<file path="config.mk">
export PLATFORM = sky130hd
export DESIGN_NAME = dbg_chain
export DESIGN_NICKNAME = d
export VERILOG_FILES = /design/src/rtl/dbg_chain_pkg.sv /design/src/rtl/dbg_chain_cell.sv /design/src/rtl/dbg_chain_guard.sv /design/src/rtl/dbg_chain.sv
export SDC_FILE = /design/constraint.sdc
export NUM_CORES = 1
export LEC_CHECK = 0
export BUFFER_PORTS_ARGS = -buffer_cell sky130_fd_sc_hd__buf_4
export CAP_MARGIN = 20
export CELL_PAD_IN_SITES_DETAIL_PLACEMENT = 1
export CELL_PAD_IN_SITES_GLOBAL_PLACEMENT = 1
export CORE_MARGIN = 5
export CORE_UTILIZATION = 38
export DETAILED_ROUTE_END_ITERATION = 10
export PLACE_DENSITY = 0.82
export SLEW_MARGIN = 15
export SYNTH_ARGS = -nofsm -noshare
export SYNTH_HDL_FRONTEND = slang
export SYNTH_SLANG_ARGS = --single-unit
</file>
<file path="constraint.sdc">
create_clock -name clk -period 1.6 [get_ports clk]
set_clock_uncertainty 0.1 [all_clocks]
set_input_delay 0.32 -clock clk [delete_from_list [all_inputs] [get_ports clk]]
set_output_delay 0.32 -clock clk [all_outputs]
set_load 0.05 [all_outputs]
</file>
<file path="src/rtl/dbg_chain_pkg.sv">
package dbg_chain_pkg;
  // strobe bundle shared by every cell
  typedef struct packed {
    logic load_ser;  // first shift strobe
    logic upd_out;   // second shift strobe
    logic cap;       // bus capture
    logic drv;       // bus drive
  } strobe_t;
endpackage

</file>
<file path="src/rtl/dbg_chain_cell.sv">
module dbg_chain_cell
  import dbg_chain_pkg::*;
(
  input  logic    clk,
  input  logic    rst,
  input  strobe_t stb,
  input  logic    ser_in,
  input  logic    bus_bit,
  output logic    store_q,
  output logic    ser_q
);
  // capture has priority over the serial load
  always_ff @(posedge clk) begin
    if (rst) begin
      store_q <= 1'b0;
    end else if (stb.cap) begin
      store_q <= ~bus_bit;
    end else if (stb.load_ser) begin
      store_q <= ser_in;
    end
  end

  always_ff @(posedge clk) begin
    if (rst) begin
      ser_q <= 1'b0;
    end else if (stb.upd_out) begin
      ser_q <= store_q;
    end
  end
endmodule

</file>
<file path="src/rtl/dbg_chain_guard.sv">
module dbg_chain_guard
  import dbg_chain_pkg::*;
(
  input  logic    clk,
  input  logic    rst,
  input  strobe_t stb,
  output logic    err_pulse,
  output logic    err_sticky
);
  logic clash;
  assign clash = stb.cap & (stb.load_ser | stb.drv);

  always_ff @(posedge clk) begin
    if (rst) begin
      err_pulse  <= 1'b0;
      err_sticky <= 1'b0;
    end else begin
      err_pulse  <= clash;
      err_sticky <= err_sticky | clash;
    end
  end
endmodule

</file>
<file path="src/rtl/dbg_chain.sv">
module dbg_chain
  import dbg_chain_pkg::*;
#(
  parameter int N = 32
) (
  input  logic         clk,
  input  logic         rst,
  input  logic         shift_a,
  input  logic         shift_b,
  input  logic         cap_rd,
  input  logic         drv_wr,
  input  logic         scan_in,
  output logic         scan_out,
  input  logic [N-1:0] bus_in,
  output logic [N-1:0] bus_out,
  output logic [N-1:0] bus_oe,
  output logic         err_pulse,
  output logic         err_sticky
);
  localparam int LAST = N - 1;

  strobe_t      stb;
  logic [N-1:0] store_v;
  logic [N-1:0] ser_v;

  assign stb = '{load_ser: shift_a, upd_out: shift_b, cap: cap_rd, drv: drv_wr};

  for (genvar i = 0; i < N; i++) begin : g_cell
    logic feed;
    if (i == 0) begin : g_head
      assign feed = scan_in;
    end else begin : g_link
      assign feed = ser_v[i-1];
    end

    dbg_chain_cell u_cell (
      .clk     (clk),
      .rst     (rst),
      .stb     (stb),
      .ser_in  (feed),
      .bus_bit (bus_in[i]),
      .store_q (store_v[i]),
      .ser_q   (ser_v[i])
    );

    assign bus_oe[i]  = drv_wr;
    assign bus_out[i] = drv_wr & ~store_v[i];
  end

  assign scan_out = ser_v[LAST];

  dbg_chain_guard u_guard (
    .clk        (clk),
    .rst        (rst),
    .stb        (stb),
    .err_pulse  (err_pulse),
    .err_sticky (err_sticky)
  );
endmodule

</file>
---- Word level (Yosys, flattened, before mapping) ----
Index checks and enable logic that the tools add are counted.
W data, S select, Z words.
cells by class
  bitwise gates (word level) .............. 99
  mux-type cells .......................... 64
  reduce and logical (&&, ||, !) cells .... 1
operators with widths
  kind                number
  $mux W1             64
  $not A1 Y1          64
  $and A1 B1 Y1       33
  $or A1 B1 Y1        2
  $reduce_bool A2 Y1  1
storage, ports and cells
  input port bits ......................... 39
  logic and storage cells ................. 230
  output and inout bits ................... 67
  flip-flop bits (word level) ............. 66

---- Logic depth before layout (Yosys ltp) ----
Gate-level depths: netlist of run 1.
  depth in word-level cells ............... 3
  mapped depth ............................ 4
  depth with buffers taken out ............ 2

---- Cells and area by module ----
From an unflattened synthesis of run 1, not the netlist that was laid out.
unflattened totals
  cells, all modules ...................... 297
  area, all modules ....................... 3040.4 um2
modules (own cells, without submodules)
  module           cells each  instances  sequential area each (um2)  area an instance (um2)
  dbg_chain_cell   7           32         40.0                        77.6
  dbg_chain        67          1          0.0                         493.0
  dbg_chain_guard  6           1          40.0                        65.1

---- Worst setup path before layout of run 1 ----
Ideal clock, no wire load.
  kind .................................... input-to-output
  from .................................... in drv_wr
  to ...................................... out bus_out[0]
  data required time ...................... 1180 ps
  setup slack ............................. -66 ps
  arrival time ............................ 1246 ps
  buffers on the path ..................... 1
  stages on the path ...................... 2
  cells stage by stage .................... clkbuf_1 -> nor2b_1
on the way
  longest elaborated chain between the ends .. 1
ends and longest elaborated chain
  item           RTL line         source
  from (decl)    dbg_chain.sv:11  input logic drv_wr,
  $and A1 B1 Y1  dbg_chain.sv:47  assign bus_out[i] = drv_wr & ~store_v[i];
  to (decl)      dbg_chain.sv:15  output logic [N-1:0] bus_out,
Every way passes these cells.

---- Worst setup path after layout of run 1 ----
  from .................................... in drv_wr
  to ...................................... out bus_out[28]
The elaborated chain is that of the path after synthesis.

==> results of run 1 <==
-- worst max-delay path: cells and delay by family --
kind | cells | cell delay (ps)
simple gates | 1 | 210
buf+inv | 3 | 550
-- power groups by stage --
| stage | combinational (mW) | clock (mW) | sequential, mW |
|---|---|---|---|
| final | 1.07 | 1.49 | 1.81 |
| after global placement | 1.06 | 0 | 1.85 |
| after CTS | 1.09 | 1.53 | 1.81 |
| after global routing | 1.14 | 1.61 | 1.82 |
| after detailed placement | 1.08 | 0 | 1.85 |
| after floorplan | 0.804 | 0 | 1.84 |
-- layout make-up --
cell class                 instances  area share
sequential                        66       0.314
inverter                           1    0.000891
multi-input combinational        195       0.380
clock inverter                     5      0.0146
tap                              105      0.0312
clock buffer                      11      0.0359
timing repair buffer             114       0.224
-- state kept, by name, indices dropped and copies added, names as in the netlist --
name and cells:
g_cell.u_cell.ser_q 32, g_cell.u_cell.store_q 32, u_guard.err_pulse 1, u_guard.err_sticky 1
-- metal layers --
| metal | up-vias | routed length, um |
|---|---|---|
| met3 | 9 | 630 |
| met4 | 0 | 110 |
| met1 | 1156 | 3430 |
| met5 | - | 0 |
| li1 | 1185 | - |
| met2 | 86 | 3870 |
-- through the flow --
step	setup slack, ps	hold slack (ps)	utilization	cells	total power [mW]
floorplan	153	354	-	319	2.64
global placement	113	337	0.482	481	2.90
detailed placement	78.6	344	0.482	481	2.93
CTS	71.8	119	0.507	497	4.43
global route	46.3	125	0.507	497	4.57
finish	88.0	135	0.507	497	4.37
-- worst paths after layout --
| path | end | slack [ps] | depth (start not counted) |
|---|---|---|---|
| setup / recovery | bus_out[28] | 90 | 4 |
| hold / removal | g_cell[26].u_cell.store_q | 140 | 3 |
| setup reg to reg | g_cell[0].u_cell.store_q | 600 | 2 |
| hold reg to reg | u_guard.err_sticky | 350 | 2 |
-- synth_stat cells --
master | number | area share
dfxtp_1 | 66 | 0.41
buf_4 | 35 | 0.081
a21oi_1 | 33 | 0.051
nor2_1 | 33 | 0.038
mux2i_1 | 32 | 0.098
nor2b_1 | 32 | 0.061
o21a_1 | 32 | 0.074
mux2_4 | 29 | 0.13
clkbuf_1 | 12 | 0.014
buf_2 | 4 | 0.0061
buf_12 | 3 | 0.018
mux2_2 | 3 | 0.010
buf_1 | 2 | 0.0023
buf_6 | 1 | 0.0035
inv_1 | 1 | 0.0012
o21ai_0 | 1 | 0.0015
-- kinds of logic after synthesis --
family / Yosys count
buffers and inverters: 58
muxes: 64
and+or+nand+nor: 65
AOI/OAI and AO/OA: 66
DFF: 66
==> impl_metrics.yaml, run 1 <==
clock_tree:
  path_clk_slew_ps: 80
  clock-sinks: 66
  numCtsBuffers: 9
  cts-resized-gates: 0
  cts_setup_buffers: 0
  clk_latency_ps: 340
  cts_tree: "yes"
  cts_hold_buf: 0
  cts_htree_levels: 3
  clk_path_buf_depth: 2
  cts-root-buf: "clkbuf_8"
power:
  power_switching_mw: 1.40
  swShare: 0.319
  power_density_nw_per_um2: 1040
  p_leak_nw: 1.96
  intPower_mw: 2.98
  power_frac_clock: 0.341
  sequentialPowerShare: 0.414
  p_comb_frac: 0.245
  vdd_drop_max_mv: 0.532
timing:
  fin_crit_ps: 1510
  slew-limit-headroom: 0.827
  final-max-slew-violation-count: 0
  finalHoldViolCount: 0
  timing.final.crit_share: 0.945
  max_freq_mhz: 661
  grt_setup_unrepaired: "no"
  tightest_slew_ps: 260
  setup_viol: 0
  tns_ps: 0
routing:
  drt_iter0_markers: 73
  ant_nets: 0
  wl_per_cell_um: 16.2
  routed_wirelength_um: 8040
  vias: 2436
  dr.pass1.iters: 4
  vias_per_cell: 4.90
  drc: 0
final_layout:
  mostFrequentLayoutCell: "buf_4"
  multi_input_area_sq_um: 1600
  design_area_sq_um: 4210
  seqCellArea_sq_um: 1320
  fillers: 929
  fin_nets: 426
  diodes: 0
  final_cell_mix: "107 x buf_4, 66 x dfxtp_1, 33 x nor2_1, 33 x a21oi_1"
  syn2layout_area_growth_pct: 29.4
  drive_gt1_frac: 0.490
setup_path:
  r2r_start: "g_cell[0].u_cell.store_q"
  crit_chain: "buf_4 -> buf_4 -> nor2b_1 -> buf_4"
  start_kind: "primary input"
  slowest_delay_ps: 230
  crit_path_frequent_cell: "buf_4"
  cp-end-kind: "primary output"
  required_ps: 1180
  path_class: "in -> out"
  crit_fanout: 24
  cp_data_arrival_time_ps: 1090
  cp-startpoint: "drv_wr"
  worst_path_max_delay_cell: "buf_4"
global_route:
  grt_antenna_before_repair: 0
  grt_pass1_vias: 2558
  grtUsageMet1: 0.190
  grt_max_degree: 42
  globalRouteTotalUtil: 0.156
  grt.overflow.total: 0
  grt_util_met2: 0.266
  grt_use_met3: 0.0460
  busiest_layer: "met2"
  grt_pass1_wl_um: 12700
die:
  rows: 33
  die_w_um: 103
  fp.dieH_um: 103
  ios: 106
  die_area_sq_um: 10500
  core_sq_um: 8300
  initial_core_util: 0.392
status:
  status: "finished clean"
logic_synthesis:
  synth_xor_area_frac: 0
  syn_inst: 319
  synthSimpleGateAreaFrac: 0.0995
  ys_ff_latch: 66
  avgSynthCellArea_sq_um: 10.2
  ys_types: 16
  synth_top_family_by_area: "multiplexers"
  ys_seq_area_frac: 0.406
  synthAdderAreaFrac: 0
  synth_mux_area_frac: 0.243
  synth_warnings: 0
  syn-cell-area_sq_um: 3260
  syn_nets: 358
  synth_compound_area_frac: 0.126
worst_hold_path:
  hold_start: "bus_in[26]"
  hold_path.class: "in -> reg"
place:
  io_buffers: 105
  place_area_sq_um: 4000
  dp_hpwl_um: 5640
  gp_congestion: 0.738
flow_run:
  cap_violations: 0
(Power assumes the default switching activity.)
==> inputs of run 2 (changes only) <==
--- a/config.mk
+++ b/config.mk
@@ -11,6 +11,7 @@
 export CELL_PAD_IN_SITES_GLOBAL_PLACEMENT = 1
 export CORE_MARGIN = 5
 export CORE_UTILIZATION = 38
+export CTS_CLUSTER_SIZE = 28
 export DETAILED_ROUTE_END_ITERATION = 10
 export PLACE_DENSITY = 0.82
 export SLEW_MARGIN = 15
==> constraint.sdc (replaced) <==
create_clock -name clk -period 1.6 [get_ports clk]
set_clock_uncertainty 0.1 [all_clocks]
set_input_delay 0.32 -clock clk [delete_from_list [all_inputs] [get_ports clk]]
set_output_delay 0.32 -clock clk [all_outputs]
set_load 0.005 [all_outputs]
==> run 2 against run 1 <==
Effect of this change:
- flip-flop and latch count did not move
- sequential power barely moved
- worst hold slack improved by 8.5 ps
- non-clock buffer count fell by 1
- total power fell by 4.9%
- largest power group unchanged
==> impl_metrics.yaml, run 2 (synthesis results as in run 1) <==
clock_tree:
  cts_tree: "yes"
  numCtsBuffers: 9
  clock-sinks: 66
  cts_setup_buffers: 0
  clk_path_buf_depth: 2
  cts_hold_buf: 0
  clk_latency_ps: 330
  cts-resized-gates: 0
  path_clk_slew_ps: 80
  cts_htree_levels: 3
  cts-root-buf: "clkbuf_8"
final_layout:
  fin_nets: 425
  final_cell_mix: "107 x buf_4, 66 x dfxtp_1, 33 x nor2_1, 33 x a21oi_1"
  design_area_sq_um: 4150
  syn2layout_area_growth_pct: 27.3
  final_util: 0.499
  drive_gt1_frac: 0.409
  mostFrequentLayoutCell: "buf_4"
  diodes: 0
  layout.cells.non_filler: 496
  fillers: 919
  top_regs: "g_cell.u_cell.ser_q x32, g_cell.u_cell.store_q x32"
routing:
  wl_met2_um: 3740
  wl_per_cell_um: 15.6
  dr.pass1.iters: 4
  vias_per_cell: 4.74
  highest_layer: "met4"
  drc: 0
  vias: 2351
  ant_nets: 0
  routed_wirelength_um: 7730
  drt_iter0_markers: 55
  dr_wl_met3_um: 379
  wl_met1_um: 3530
timing:
  tightest_slew_ps: 317
  max_freq_mhz: 703
  final-max-slew-violation-count: 0
  grt_setup_unrepaired: "no"
  setup_ws_ps: 177
  slew-limit-headroom: 0.788
  setup_viol: 0
  timing.final.crit_share: 0.889
  whs_ps: 144
  fin_crit_ps: 1420
  finalHoldViolCount: 0
  tns_ps: 0
global_route:
  grt_pass1_vias: 2422
  globalRouteTotalUtil: 0.148
  grt_antenna_before_repair: 0
  grt_pass1_wl_um: 12300
  grt_max_degree: 67
  grt.overflow.total: 0
flow_run:
  cap_violations: 0
setup_path:
  rr_endpoint: "g_cell[16].u_cell.store_q"
  crit_fanout: 41
  worstRegToRegCells: 2
  required_ps: 1180
  cp-end-kind: "primary output"
  path_class: "in -> out"
  r2r_start: "g_cell[16].u_cell.store_q"
  start_kind: "primary input"
  reg2reg_slack_ps: 620
  cp_data_arrival_time_ps: 1000
place:
  place_area_sq_um: 3900
  dp.cells: 480
  dp_slack_ps: 162
  dp_hpwl_um: 5330
  gp_congestion: 0.692
  io_buffers: 105
worst_hold_path:
  hold_start: "bus_in[5]"
  whs_endpoint: "g_cell[5].u_cell.store_q"
  holdPathStages: 3
  hold_path.class: "in -> reg"
die:
  rows: 33
  die_area_sq_um: 10500
  initial_core_util: 0.392
  die_w_um: 103
  core_sq_um: 8300
  ios: 106
  fp.dieH_um: 103
status:
  status: "finished clean"
power:
  p_leak_nw: 1.94
  power_density_nw_per_um2: 1000
  vdd_drop_max_mv: 0.475
  p_total_mw: 4.16
[run 2: changes by cell type in the layout (fill, tap and decap cells not counted), moves of 2 or more]
cell,delta
clkbuf_8,-2
nor2b_1,+30
nor2b_2,-30
bufinv_16,+2
[run 2: worst max-delay path by stage]
stage                                   startpoint                       end  slack (ps)  cells past startpoint
after detailed placement                    drv_wr               bus_out[25]         160                      4
final                                       drv_wr               bus_out[11]         180                      4
after global routing                        drv_wr                bus_out[8]          70                      4
after global placement                      drv_wr                bus_out[8]         200                      4
after floorplan                            shift_a  g_cell[0].u_cell.store_q         360                      4
after CTS                 g_cell[0].u_cell.store_q                bus_out[0]         150                      2
[run 2: area by class of cell]
cell class / instances / area (sq um) / share of cell area
Sequential cell: 66 / 1320 / 0.319
Clock inverter: 6 / 114 / 0.0275
Clock buffer: 10 / 128 / 0.0308
Timing Repair Buffer: 113 / 923 / 0.223
Tap cell: 105 / 131 / 0.0317
Multi-Input combinational cell: 195 / 1520 / 0.368
Inverter: 1 / 3.75 / 0.000906
[run 2: per-layer routing]
metal,vias up,GRT usage
met4,0,0.0515
met1,1104,0.187
li1,1179,-
met3,9,0.0318
met5,-,0
met2,59,0.250
[run 2: power by group]
group          total [mW]  internal [mW]  switching, mW
clock                1.68           1.04          0.641
sequential           1.80           1.74         0.0668
combinational       0.672          0.402          0.271
[run 2: critical path, cell delays in order]
cell and delay, ps:
buf_4 180, buf_12 210, nor2b_1 160, buf_4 120
